==> src/rtl/sar_seq_pkg.sv <==
package sar_seq_pkg;

    typedef enum logic [1:0] {
        CK_DIV_A = 2'b00,
        CK_DIV_B = 2'b01,
        CK_DIV_C = 2'b10,
        CK_RC    = 2'b11
    } ck_src_e;

    typedef enum logic [1:0] {
        ST_IDLE,
        ST_DELAY,
        ST_CONV,
        ST_TURN
    } seq_state_e;

    // conversion periods beyond the code width: one setup, two trailing
    localparam int EXTRA_TICKS = 3;
    localparam int TURN_TICKS  = 2;

    typedef struct packed {
        logic go;
        logic abort;
    } sw_cmd_t;

    function automatic int unsigned max3(int unsigned a, int unsigned b, int unsigned c);
        int unsigned m;
        m = (a > b) ? a : b;
        return (m > c) ? m : c;
    endfunction

endpackage

==> src/rtl/sar_ck_gen.sv <==
module sar_ck_gen
    import sar_seq_pkg::*;
#(
    parameter int DIV_A       = 2,
    parameter int DIV_B       = 8,
    parameter int DIV_C       = 32,
    parameter int SYNC_STAGES = 2
) (
    input  logic    clk,
    input  logic    rst,
    input  logic    restart,
    input  ck_src_e src,
    input  logic    rc_clk,
    output logic    tick
);
    localparam int DIV_MAX = int'(max3(DIV_A, DIV_B, DIV_C));
    localparam int CW      = $clog2(DIV_MAX + 1);

    logic [CW-1:0] div_cnt;
    logic [CW-1:0] div_lim;
    logic          osc_tick;
    logic          rc_rise;

    always_comb begin
        unique case (src)
            CK_DIV_A: div_lim = CW'(DIV_A - 1);
            CK_DIV_B: div_lim = CW'(DIV_B - 1);
            CK_DIV_C: div_lim = CW'(DIV_C - 1);
            default:  div_lim = CW'(DIV_A - 1);
        endcase
    end

    always_ff @(posedge clk) begin
        if (rst || restart)
            div_cnt <= '0;
        else if (div_cnt == div_lim)
            div_cnt <= '0;
        else
            div_cnt <= div_cnt + CW'(1);
    end

    // synchronizer chain plus one stage for edge detection
    logic [SYNC_STAGES:0] rc_pipe;
    genvar g;
    generate
        for (g = 0; g <= SYNC_STAGES; g++) begin : g_sync
            if (g == 0) begin : g_first
                always_ff @(posedge clk) begin
                    if (rst) rc_pipe[0] <= 1'b0;
                    else     rc_pipe[0] <= rc_clk;
                end
            end else begin : g_next
                always_ff @(posedge clk) begin
                    if (rst) rc_pipe[g] <= 1'b0;
                    else     rc_pipe[g] <= rc_pipe[g-1];
                end
            end
        end
    endgenerate

    assign rc_rise  = rc_pipe[SYNC_STAGES-1] && !rc_pipe[SYNC_STAGES];
    assign osc_tick = (div_cnt == div_lim) && !restart;
    assign tick     = (src == CK_RC) ? (rc_rise && !restart) : osc_tick;

    AST_OSC_TICK_SPACED: assert property (@(posedge clk) disable iff (rst)
        (tick && src != CK_RC && !restart) |=> !tick);

endmodule

==> src/rtl/sar_bit_engine.sv <==
module sar_bit_engine
    import sar_seq_pkg::*;
#(
    parameter int CODE_W = 8,
    parameter int TICKS  = CODE_W + EXTRA_TICKS
) (
    input  logic              clk,
    input  logic              rst,
    input  logic              load,
    input  logic              step,
    input  logic              cmp_in,
    output logic [CODE_W-1:0] trial,
    output logic              last
);
    localparam int CNTW = $clog2(TICKS);
    localparam int IW   = (CODE_W > 1) ? $clog2(CODE_W) : 1;

    logic [CNTW-1:0]   cnt;
    logic [CODE_W-1:0] trial_nx;
    logic [IW-1:0]     idx;
    logic              decide;

    always_comb begin
        decide   = (cnt >= CNTW'(1)) && (cnt <= CNTW'(CODE_W));
        idx      = IW'(CODE_W - int'(cnt));
        trial_nx = trial;
        if (decide) begin
            if (!cmp_in)
                trial_nx[idx] = 1'b0;
            if (idx != '0)
                trial_nx[idx - IW'(1)] = 1'b1;
        end
    end

    assign last = step && (cnt == CNTW'(TICKS - 1));

    always_ff @(posedge clk) begin
        if (rst) begin
            trial <= '0;
            cnt   <= '0;
        end else if (load) begin
            trial <= {1'b1, {(CODE_W-1){1'b0}}};
            cnt   <= '0;
        end else if (step) begin
            trial <= trial_nx;
            cnt   <= last ? '0 : cnt + CNTW'(1);
        end
    end

    AST_ONE_BIT_PER_STEP: assert property (@(posedge clk) disable iff (rst)
        (step && !load) |=> ($countones(trial ^ $past(trial)) <= 2));
    AST_CNT_IN_RANGE: assert property (@(posedge clk) disable iff (rst)
        cnt < CNTW'(TICKS));

endmodule

==> src/rtl/sar_seq_ctrl.sv <==
module sar_seq_ctrl
    import sar_seq_pkg::*;
#(
    parameter int CODE_W   = 8,
    parameter int INSN_CYC = 4
) (
    input  logic              clk,
    input  logic              rst,
    input  logic              start_wr,
    input  logic              start_val,
    input  ck_src_e           sel_in,
    input  logic              irq_clr,
    input  logic              tick,
    input  logic              last,
    input  logic [CODE_W-1:0] trial,
    output ck_src_e           sel_q,
    output logic              load,
    output logic              step,
    output logic              restart,
    output logic              sample_en,
    output logic              busy,
    output logic              irq,
    output logic [CODE_W-1:0] result
);
    localparam int DW = $clog2(INSN_CYC + 1);
    localparam int TW = (TURN_TICKS > 1) ? $clog2(TURN_TICKS) : 1;

    seq_state_e    state;
    sw_cmd_t       cmd;
    logic [DW-1:0] dly_cnt;
    logic [DW-1:0] dly_lim;
    logic [TW-1:0] turn_cnt;
    logic          pend;
    logic          nxt_pend;
    logic          done;

    always_comb begin
        cmd.go    = start_wr && start_val && !busy;
        cmd.abort = start_wr && !start_val && busy;
        done      = last && !cmd.abort;
        dly_lim   = (sel_q == CK_RC) ? DW'(INSN_CYC - 1) : '0;
        step      = tick && (state == ST_CONV);
        load      = (state == ST_DELAY) && (dly_cnt == dly_lim) && !cmd.abort;
        restart   = (state == ST_IDLE) || (state == ST_DELAY) || cmd.abort;
        sample_en = (state == ST_IDLE);
        nxt_pend  = cmd.go ? 1'b1 : (cmd.abort ? 1'b0 : pend);
    end

    always_ff @(posedge clk) begin
        if (rst) begin
            state    <= ST_IDLE;
            sel_q    <= CK_DIV_A;
            busy     <= 1'b0;
            pend     <= 1'b0;
            dly_cnt  <= '0;
            turn_cnt <= '0;
            irq      <= 1'b0;
            result   <= '0;
        end else begin
            if (done)         irq <= 1'b1;
            else if (irq_clr) irq <= 1'b0;
            if (done) result <= trial;

            unique case (state)
                ST_IDLE: begin
                    if (cmd.go) begin
                        state   <= ST_DELAY;
                        busy    <= 1'b1;
                        sel_q   <= sel_in;
                        dly_cnt <= '0;
                    end
                end
                ST_DELAY: begin
                    if (cmd.abort) begin
                        state    <= ST_TURN;
                        busy     <= 1'b0;
                        turn_cnt <= '0;
                    end else if (dly_cnt == dly_lim) begin
                        state <= ST_CONV;
                    end else begin
                        dly_cnt <= dly_cnt + DW'(1);
                    end
                end
                ST_CONV: begin
                    if (cmd.abort || done) begin
                        state    <= ST_TURN;
                        busy     <= 1'b0;
                        turn_cnt <= '0;
                    end
                end
                ST_TURN: begin
                    busy <= nxt_pend;
                    pend <= nxt_pend;
                    if (tick) begin
                        if (turn_cnt == TW'(TURN_TICKS - 1)) begin
                            turn_cnt <= '0;
                            pend     <= 1'b0;
                            if (nxt_pend) begin
                                state   <= ST_DELAY;
                                sel_q   <= sel_in;
                                dly_cnt <= '0;
                            end else begin
                                state <= ST_IDLE;
                            end
                        end else begin
                            turn_cnt <= turn_cnt + TW'(1);
                        end
                    end
                end
                default: state <= ST_IDLE;
            endcase
        end
    end

    AST_BUSY_HOLDS_SAMPLE: assert property (@(posedge clk) disable iff (rst)
        busy |-> !sample_en);
    AST_RESULT_FROZEN: assert property (@(posedge clk) disable iff (rst)
        !last |=> $stable(result));
    AST_COMPLETE_FLAGS: assert property (@(posedge clk) disable iff (rst)
        (last && !start_wr) |=> (!busy && irq));
    AST_SAMPLE_ON_TICK: assert property (@(posedge clk) disable iff (rst)
        $rose(sample_en) |-> $past(tick));
    AST_ABORT_CLEARS: assert property (@(posedge clk) disable iff (rst)
        (busy && start_wr && !start_val) |=> (!busy && $stable(result)));
    AST_ABORT_NO_IRQ: assert property (@(posedge clk) disable iff (rst)
        (busy && start_wr && !start_val && !irq) |=> !irq);
    AST_IRQ_STICKY: assert property (@(posedge clk) disable iff (rst)
        (irq && !irq_clr) |=> irq);

endmodule

==> src/rtl/sar_adc_seq.sv <==
module sar_adc_seq
    import sar_seq_pkg::*;
#(
    parameter int CODE_W   = 8,
    parameter int DIV_A    = 2,
    parameter int DIV_B    = 8,
    parameter int DIV_C    = 32,
    parameter int INSN_CYC = 4
) (
    input  logic              clk,
    input  logic              rst,
    input  logic              start_wr,
    input  logic              start_val,
    input  logic [1:0]        clk_sel,
    input  logic              irq_clr,
    input  logic              rc_clk,
    input  logic              cmp_in,
    output logic              sample_en,
    output logic [CODE_W-1:0] trial_code,
    output logic              busy,
    output logic              irq_flag,
    output logic [CODE_W-1:0] result
);
    localparam int TICKS = CODE_W + EXTRA_TICKS;

    ck_src_e sel_q;
    logic    tick;
    logic    restart;
    logic    load;
    logic    step;
    logic    last;

    sar_ck_gen #(
        .DIV_A(DIV_A), .DIV_B(DIV_B), .DIV_C(DIV_C), .SYNC_STAGES(2)
    ) u_ck (
        .clk(clk), .rst(rst), .restart(restart), .src(sel_q),
        .rc_clk(rc_clk), .tick(tick)
    );

    sar_bit_engine #(.CODE_W(CODE_W), .TICKS(TICKS)) u_bits (
        .clk(clk), .rst(rst), .load(load), .step(step),
        .cmp_in(cmp_in), .trial(trial_code), .last(last)
    );

    sar_seq_ctrl #(.CODE_W(CODE_W), .INSN_CYC(INSN_CYC)) u_ctrl (
        .clk(clk), .rst(rst), .start_wr(start_wr), .start_val(start_val),
        .sel_in(ck_src_e'(clk_sel)), .irq_clr(irq_clr), .tick(tick),
        .last(last), .trial(trial_code), .sel_q(sel_q), .load(load),
        .step(step), .restart(restart), .sample_en(sample_en),
        .busy(busy), .irq(irq_flag), .result(result)
    );

endmodule

==> config.mk <==
export PLATFORM = sky130hd
export DESIGN_NAME = sar_adc_seq
export DESIGN_NICKNAME = d
export VERILOG_FILES = /design/src/rtl/sar_seq_pkg.sv /design/src/rtl/sar_ck_gen.sv /design/src/rtl/sar_bit_engine.sv /design/src/rtl/sar_seq_ctrl.sv /design/src/rtl/sar_adc_seq.sv
export SDC_FILE = /design/constraint.sdc
export NUM_CORES = 1
export LEC_CHECK = 0
export BUFFER_PORTS_ARGS = -buffer_cell sky130_fd_sc_hd__buf_4
export CORE_UTILIZATION = 45
export CTS_BUF_LIST = sky130_fd_sc_hd__clkbuf_4 sky130_fd_sc_hd__clkbuf_8
export CTS_CLUSTER_DIAMETER = 30
export DETAILED_ROUTE_END_ITERATION = 10
export PLACE_DENSITY = 0.67
export SLEW_MARGIN = 0
export SYNTH_ARGS = -nofsm -noshare
export SYNTH_HDL_FRONTEND = slang
export SYNTH_SLANG_ARGS = --single-unit
==> constraint.sdc <==
create_clock -name clk -period 2.5 [get_ports clk]
set_clock_uncertainty 0.1 [all_clocks]
set_input_delay 0.125 -clock clk [delete_from_list [all_inputs] [get_ports clk]]
set_output_delay 0.125 -clock clk [all_outputs]
set_load 0.01 [all_outputs]
* Word level (Yosys, flattened, before mapping)
Index checks and enable logic that the tools add are counted. Widths: inputs -> output; s select.
Storage, ports and cells: register bits after elaboration 40, bits of input ports 9, word-level logic and storage cells 136
Operators by class: add/subtract/negate cells 6, magnitude comparators 6, equality and inequality tests 18, mux-type cells 47, bitwise operators 3, reduce and logical (&&, ||, !) cells 41
Operator list (count):
- $mux 8 | 6
- $mux 2 | 11
- $mux 3 | 6
- $logic_and 1x1->1 | 15
- $mux 1 | 15
- $ne 2x1->1 const B | 5
- $pmux 5 s2 | 1
- $reduce_and 5->1 | 2
- $pmux 3 s3 | 1
- $reduce_bool 3->1 | 3
- $and 8x8->8 | 1
- $eq 2x2->1 const B | 4
- $lt 3x4->1 const B | 2
- $not 8->8 | 1
- $or 8x8->8 | 1
- $pmux 2 s4 | 1
- $reduce_bool 2->1 | 4
- $reduce_and 7->1 | 1
- $add 6x1->6 const B | 1
- $demux 1 s3 | 2
- $eq 6x5->1 | 1
- $ge 3x1->1 const B | 2
- $ne 2x2->1 const B | 3
- $logic_not 1->1 | 5
- other kinds (21) | 27

* Longest topological paths before layout
word-level depth 14, mapped depth 9

* Cells and area by module
Synthesis repeated with hierarchy kept, for this count alone.
Unflattened totals: cell total of the unflattened synthesis 245, area, all modules 2168.3 um^2
Modules (own cells, without submodules):
- sar_seq_ctrl | instances 1, cells an instance 124, area an instance 1053.5 um^2, sequential area each 380.4 um^2
- sar_bit_engine | instances 1, cells an instance 76, area an instance 678.2 um^2, sequential area each 240.2 um^2
- sar_ck_gen | instances 1, cells an instance 45, area an instance 436.7 um^2, sequential area each 180.2 um^2

* Worst setup path before layout
Ideal clock, no wire load.
kind register -> register, from register u_ctrl.sel_q[0], to register u_ctrl.state[0], library setup time 0.123 ns, arrival 2.275 ns, setup slack 0.002 ns, cell stages (with the launch flop) 8, path buffers 0, cell sequence dfxtp_1 -> inv_1 -> ha_1 -> or3b_4 -> a221oi_4 -> a21oi_1 -> a211oi_1 -> mux2_1
On the way: longest elaborated chain between the ends 11
Ends and longest elaborated chain:
- start, declared | line sar_seq_ctrl.sv:16 | output ck_src_e sel_q,
- start signal, assigned | line sar_seq_ctrl.sv:69 | sel_q <= sel_in;
- start signal, assigned | line sar_seq_ctrl.sv:100 | sel_q <= sel_in;
- $eq 2x2->1 or $eq 2x1->1 (tied branches) | line sar_ck_gen.sv:25 | unique case (src)
- $pmux 5 s2 | line sar_ck_gen.sv:25
- $eq 6x5->1 | line sar_ck_gen.sv:62 | assign osc_tick = (div_cnt == div_lim) && !restart;
- $logic_and 1x1->1 | line sar_ck_gen.sv:62
- $mux 1 | line sar_ck_gen.sv:63 | assign tick = (src == CK_RC) ? (rc_rise && !restart) : osc_tick;
- $logic_and 1x1->1 | line sar_seq_ctrl.sv:42 | step = tick && (state == ST_CONV);
- $logic_and 1x1->1 | line sar_bit_engine.sv:35 | assign last = step && (cnt == CNTW'(TICKS - 1));
- $logic_and 1x1->1 | line sar_seq_ctrl.sv:40 | done = last && !cmd.abort;
- $logic_or 1x1->1 | line sar_seq_ctrl.sv:85 | if (cmd.abort || done) begin
- $ne 2x2->1 (no line)
- $reduce_and 5->1 (no line) *
- end signal, assigned | line sar_seq_ctrl.sv:51 | state <= ST_IDLE;
- end signal, assigned | line sar_seq_ctrl.sv:86 | state <= ST_TURN;
- end signal, assigned | line sar_seq_ctrl.sv:99 | state <= ST_DELAY;
- end, declared | line sar_seq_ctrl.sv:28 | seq_state_e state;
Every way passes the cells marked *; elsewhere a longest branch is shown, timed or not. A chain may end at the register's enable or synchronous reset.

* Final worst setup path
from register u_ctrl.sel_q[0], to register u_bits.trial[7]
On the way: longest elaborated chain between the ends 8
Ends and longest elaborated chain:
- $eq 2x2->1 or $eq 2x1->1 (tied branches) | line sar_ck_gen.sv:25
- $pmux 5 s2 | line sar_ck_gen.sv:25
- $eq 6x5->1 | line sar_ck_gen.sv:62
- $logic_and 1x1->1 | line sar_ck_gen.sv:62
- $mux 1 | line sar_ck_gen.sv:63
- $logic_and 1x1->1 | line sar_seq_ctrl.sv:42
- $reduce_bool 2->1 (no line)
- $reduce_and 2->1 (no line)
- end signal, assigned | line sar_bit_engine.sv:42 | trial <= {1'b1, {(CODE_W-1){1'b0}}};
- end signal, assigned | line sar_bit_engine.sv:45 | trial <= trial_nx;
- end, declared | line sar_bit_engine.sv:12 | output logic [CODE_W-1:0] trial,
Parallel ways exist; a longest one is shown, timed or not.

==> parameters.txt <==
Parameter                              Value

Global route
  Maximum number of pins on one net before global-route repair ... 33
  Total Routing Usage GR ... between 20% and 30%
  Grt total ovfl ... 0
  Number of global-route vias before repair ... 1954
  Antenna violations before repair ... 0
  Global-route wire length before repair ... ~9300 um

Job
  Maxcap violations ... 0

Critical path
  Crit Path Class ... flop to flop
  Critical Path Source Type ... flop
  Required time worst endpoint ... ~2.6 ns
  Crit path capture type ... flop
  Worst reg2reg path startpoint ... u_ctrl.sel_q[0]
  Length in cells of the worst reg-to-reg path ... 8
  End of the worst register-to-register path ... u_bits.trial[7]
  Maximum fanout encountered on the critical timing path ... 4
  Worst endpoint data arrival time ... roughly 2.6 ns
  R2R setup slack ... 0.01 ns
  Launch point of the worst path ... u_ctrl.sel_q[0]

Route
  Post-detailed-route count of antenna-violating nets ... 0
  Average wire per standard cell ... between 10 and 15 um
  Ratio of routed vias to standard cells ... 5.61
  Drt first pass iters ... 4
  Post-route DRC ... 0
  Initial detailed-routing violation count ... about 110
  Vias ... roughly 2.2k
  Total routed wirelength ... a little under 6000 um

Clock tree
  CTS H-tree depth ... 2
  Clk sink count ... 40
  Clk Tree Root Cell ... sky130_fd_sc_hd__clkbuf_8
  Cts bufs inserted ... 5
  Clock slew at the register clock pins of the worst setup and hold paths ... approximately 0.08 ns
  Insertion delay of the later-clocked pin in the worst-skew pair ... about 0.29 ns
  TritonCTS clock tree ... yes
  Clock tree buffer depth ... 2

Synthesis
  Synth top area share ... about a third
  Dominant register cell in the synthesized netlist ... sky130_fd_sc_hd__dfxtp_1
  Synth Net Count ... a little under 300
  Synth cell types ... 61
  Fraction of registers with async set or reset after synthesis ... 0%
  Most repeated cell in the gate-level netlist after synthesis ... sky130_fd_sc_hd__dfxtp_1
  Fraction of the yosys area taken by sequential cells ... between 30% and 40%
  Cell taking the most area after synthesis ... sky130_fd_sc_hd__dfxtp_1
  Most frequent cells after synthesis ... sky130_fd_sc_hd__dfxtp_1 (40), sky130_fd_sc_hd__nand2_1 (32), sky130_fd_sc_hd__a21oi_1 (23)
  Number of flops mapped to enable cells by yosys ... 0
  Post-synthesis instance area ... between 0.002 and 0.0025 mm2
  Top cells by area, synth ... sky130_fd_sc_hd__dfxtp_1 (35%), sky130_fd_sc_hd__ha_1 (7.0%), sky130_fd_sc_hd__nand2_1 (5.2%)
  Seq cells post-synth ... 40
  Number of warnings reported in the yosys synthesis log ... 0
  Syn Inst Count ... 276
  Average cell area after synthesis ... about 8.4 um2

Hold path
  Worst Hold Launch ... clk_sel[1]
  Number of stages on the worst hold path ... 4
  Capture endpoint of the worst hold path ... u_ctrl.sel_q[1]
  Hold WC Path Type ... input port to flop

Floorplanning
  Chip height ... roughly 74 um
  Standard-cell row count ... 25
  Area of the die ... 0.00545 mm2
  Placeable Area ... approximately 0.0048 mm2
  Initial cell density of the core ... a little under half
  Die X-Extent ... around 74 um
  Number of placed I/O pins ... 28

STA
  Worst slew margin relative to its limit ... 61.3%
  Achievable Freq ... a little over 400 MHz
  Max-slew violation count ... 0
  Time the worst path needs with I/O delays and setup ... 2.49 ns
  Final worst path period share ... a little under 100%
  Number of setup violations in the final report ... 0
  Final Hold Viols ... 0
  Worst Max-Slew Pin Slew ... around 0.58 ns
  RSZ-0062 raised after global routing ... true
  Aggregate negative setup slack ... 0 ns

Power and ir drop
  Maximum ir drop on the vdd rail ... approximately 0.22 mV
  Power Total ... 1330 uW
  Leakage ... around 0.0011 uW
  Power per Cell Area ... 449 mW/mm2

Placement
  Gpl congestion ... around 0.87
  Total half-perimeter wirelength after legalization and detailed placement ... 3970 um
  PortBufs ... 27
  Placed cell count ... about 380

Layout
  Filler cells ... between 400 and 500
  Multi-input logic area ... between 0.001 and 0.0015 mm2
  Area used by sequential logic in the layout ... ~800 um2
  Final cell utilization of the core ... between 60% and 70%
  Post-layout nets ... approximately 350
  Ratio of cells with drive above 1 in the final layout ... approximately a quarter
  Number of standard cells in the layout, taps in and fillers out ... a little under 400
  Final antenna diode count ... 0
  Area overhead of the layout relative to synthesis ... 27.7%

Status
  Outcome ... finished, final reports clean
repair_timing:
action | in CTS | in global routing
pin swaps | 1 | 16
endpoints found under the hold margin | 2 | 0
endpoints found under the setup margin | 8 | 14
setup buffers | 2 | 3
resized for setup | 2 | 17
hold buffers | 2 | 0
worst max path at each step:
stage                 endpoint  slack (ns)
2_1_floorplan  u_ctrl.state[0]       0.002
3_3_place_gp   u_bits.trial[6]        0.02
3_5_place_dp   u_bits.trial[5]       -0.07
4_1_cts        u_bits.trial[7]        0.01
5_1_grt        u_bits.trial[7]       -0.04
6_report       u_bits.trial[7]        0.01
critical path, stage by stage, from the launching register on:
cell	delay, ns
sky130_fd_sc_hd__dfxtp_2	0.33
sky130_fd_sc_hd__inv_2	0.05
sky130_fd_sc_hd__ha_4	0.25
sky130_fd_sc_hd__or3b_4	0.39
sky130_fd_sc_hd__a221oi_4	0.37
sky130_fd_sc_hd__buf_6	0.17
sky130_fd_sc_hd__o211ai_4	0.10
sky130_fd_sc_hd__or4_1	0.50
sky130_fd_sc_hd__a31oi_1	0.16
layout make-up:
type	instances	area share [%]
multi-input combinational	209	50.6
timing repair buffer	56	14.9
clock inverter	1	0.253
clock buffer	7	3.04
sequential	40	27.1
inverter	11	1.39
tap	67	2.83
layer usage:
layer  global-route usage, %  vias to the layer above  wire length (um)
met5                       0                        -                 0
met4                    5.13                        0                52
met3                    4.25                        5               294
met2                    33.7                       68              2690
met1                    31.8                     1005              2810
li1                        -                     1116                 -
flip-flops by register name (all words and copies together), names as in the netlist, 2 cells and up:
signal / cells
u_bits.cnt: 4
u_bits.trial: 8
u_ck.div_cnt: 6
u_ck.rc_pipe: 3
u_ctrl.dly_cnt: 3
u_ctrl.result: 8
u_ctrl.sel_q: 2
u_ctrl.state: 2
cell families (layout without fill, tap and decap cells):
family	count (synthesis)	after routing	synth area share, %
AOI/OAI and AO/OA	76	76	23.7
xor gates and xnor gates	6	6	2.26
adders and majority gates	13	13	7.01
buffers and inverters	27	75	4.58
DFF	40	40	34.5
muxes	2	2	0.916
and+or+nand+nor	112	112	27.0
power by group:
part / switching [uW] / internal (uW)
Clock: 233 / 235
Combinational: 110 / 91.7
Sequential: 11.4 / 648
metrics by stage:
step	setup WS, ns	cell area (um2)	hold WS [ns]
final	0.0139	2960	0.0880
after global routing	-0.0446	2960	0.126
after CTS	0.0101	2860	0.0825
after detailed placement	-0.0709	2710	0.242
after global placement	0.0203	2710	0.242
after floorplan	0.00183	2320	0.153
cell usage in the layout, fill, tap and decap left out, types with 5 or more instances in the layout:
cell type and n:
sky130_fd_sc_hd__buf_4 50, sky130_fd_sc_hd__dfxtp_1 39, sky130_fd_sc_hd__nand2_1 32, sky130_fd_sc_hd__a21oi_1 21
sky130_fd_sc_hd__nor2_1 15, sky130_fd_sc_hd__ha_1 12, sky130_fd_sc_hd__nand2b_1 10, sky130_fd_sc_hd__inv_1 9
sky130_fd_sc_hd__nand3_1 8, sky130_fd_sc_hd__nand3b_1 6, sky130_fd_sc_hd__a31oi_1 6, sky130_fd_sc_hd__or3_1 6
sky130_fd_sc_hd__o21ai_0 6, sky130_fd_sc_hd__clkbuf_8 6, sky130_fd_sc_hd__or4_1 5
Note: power is estimated with default switching activity, not from simulation.
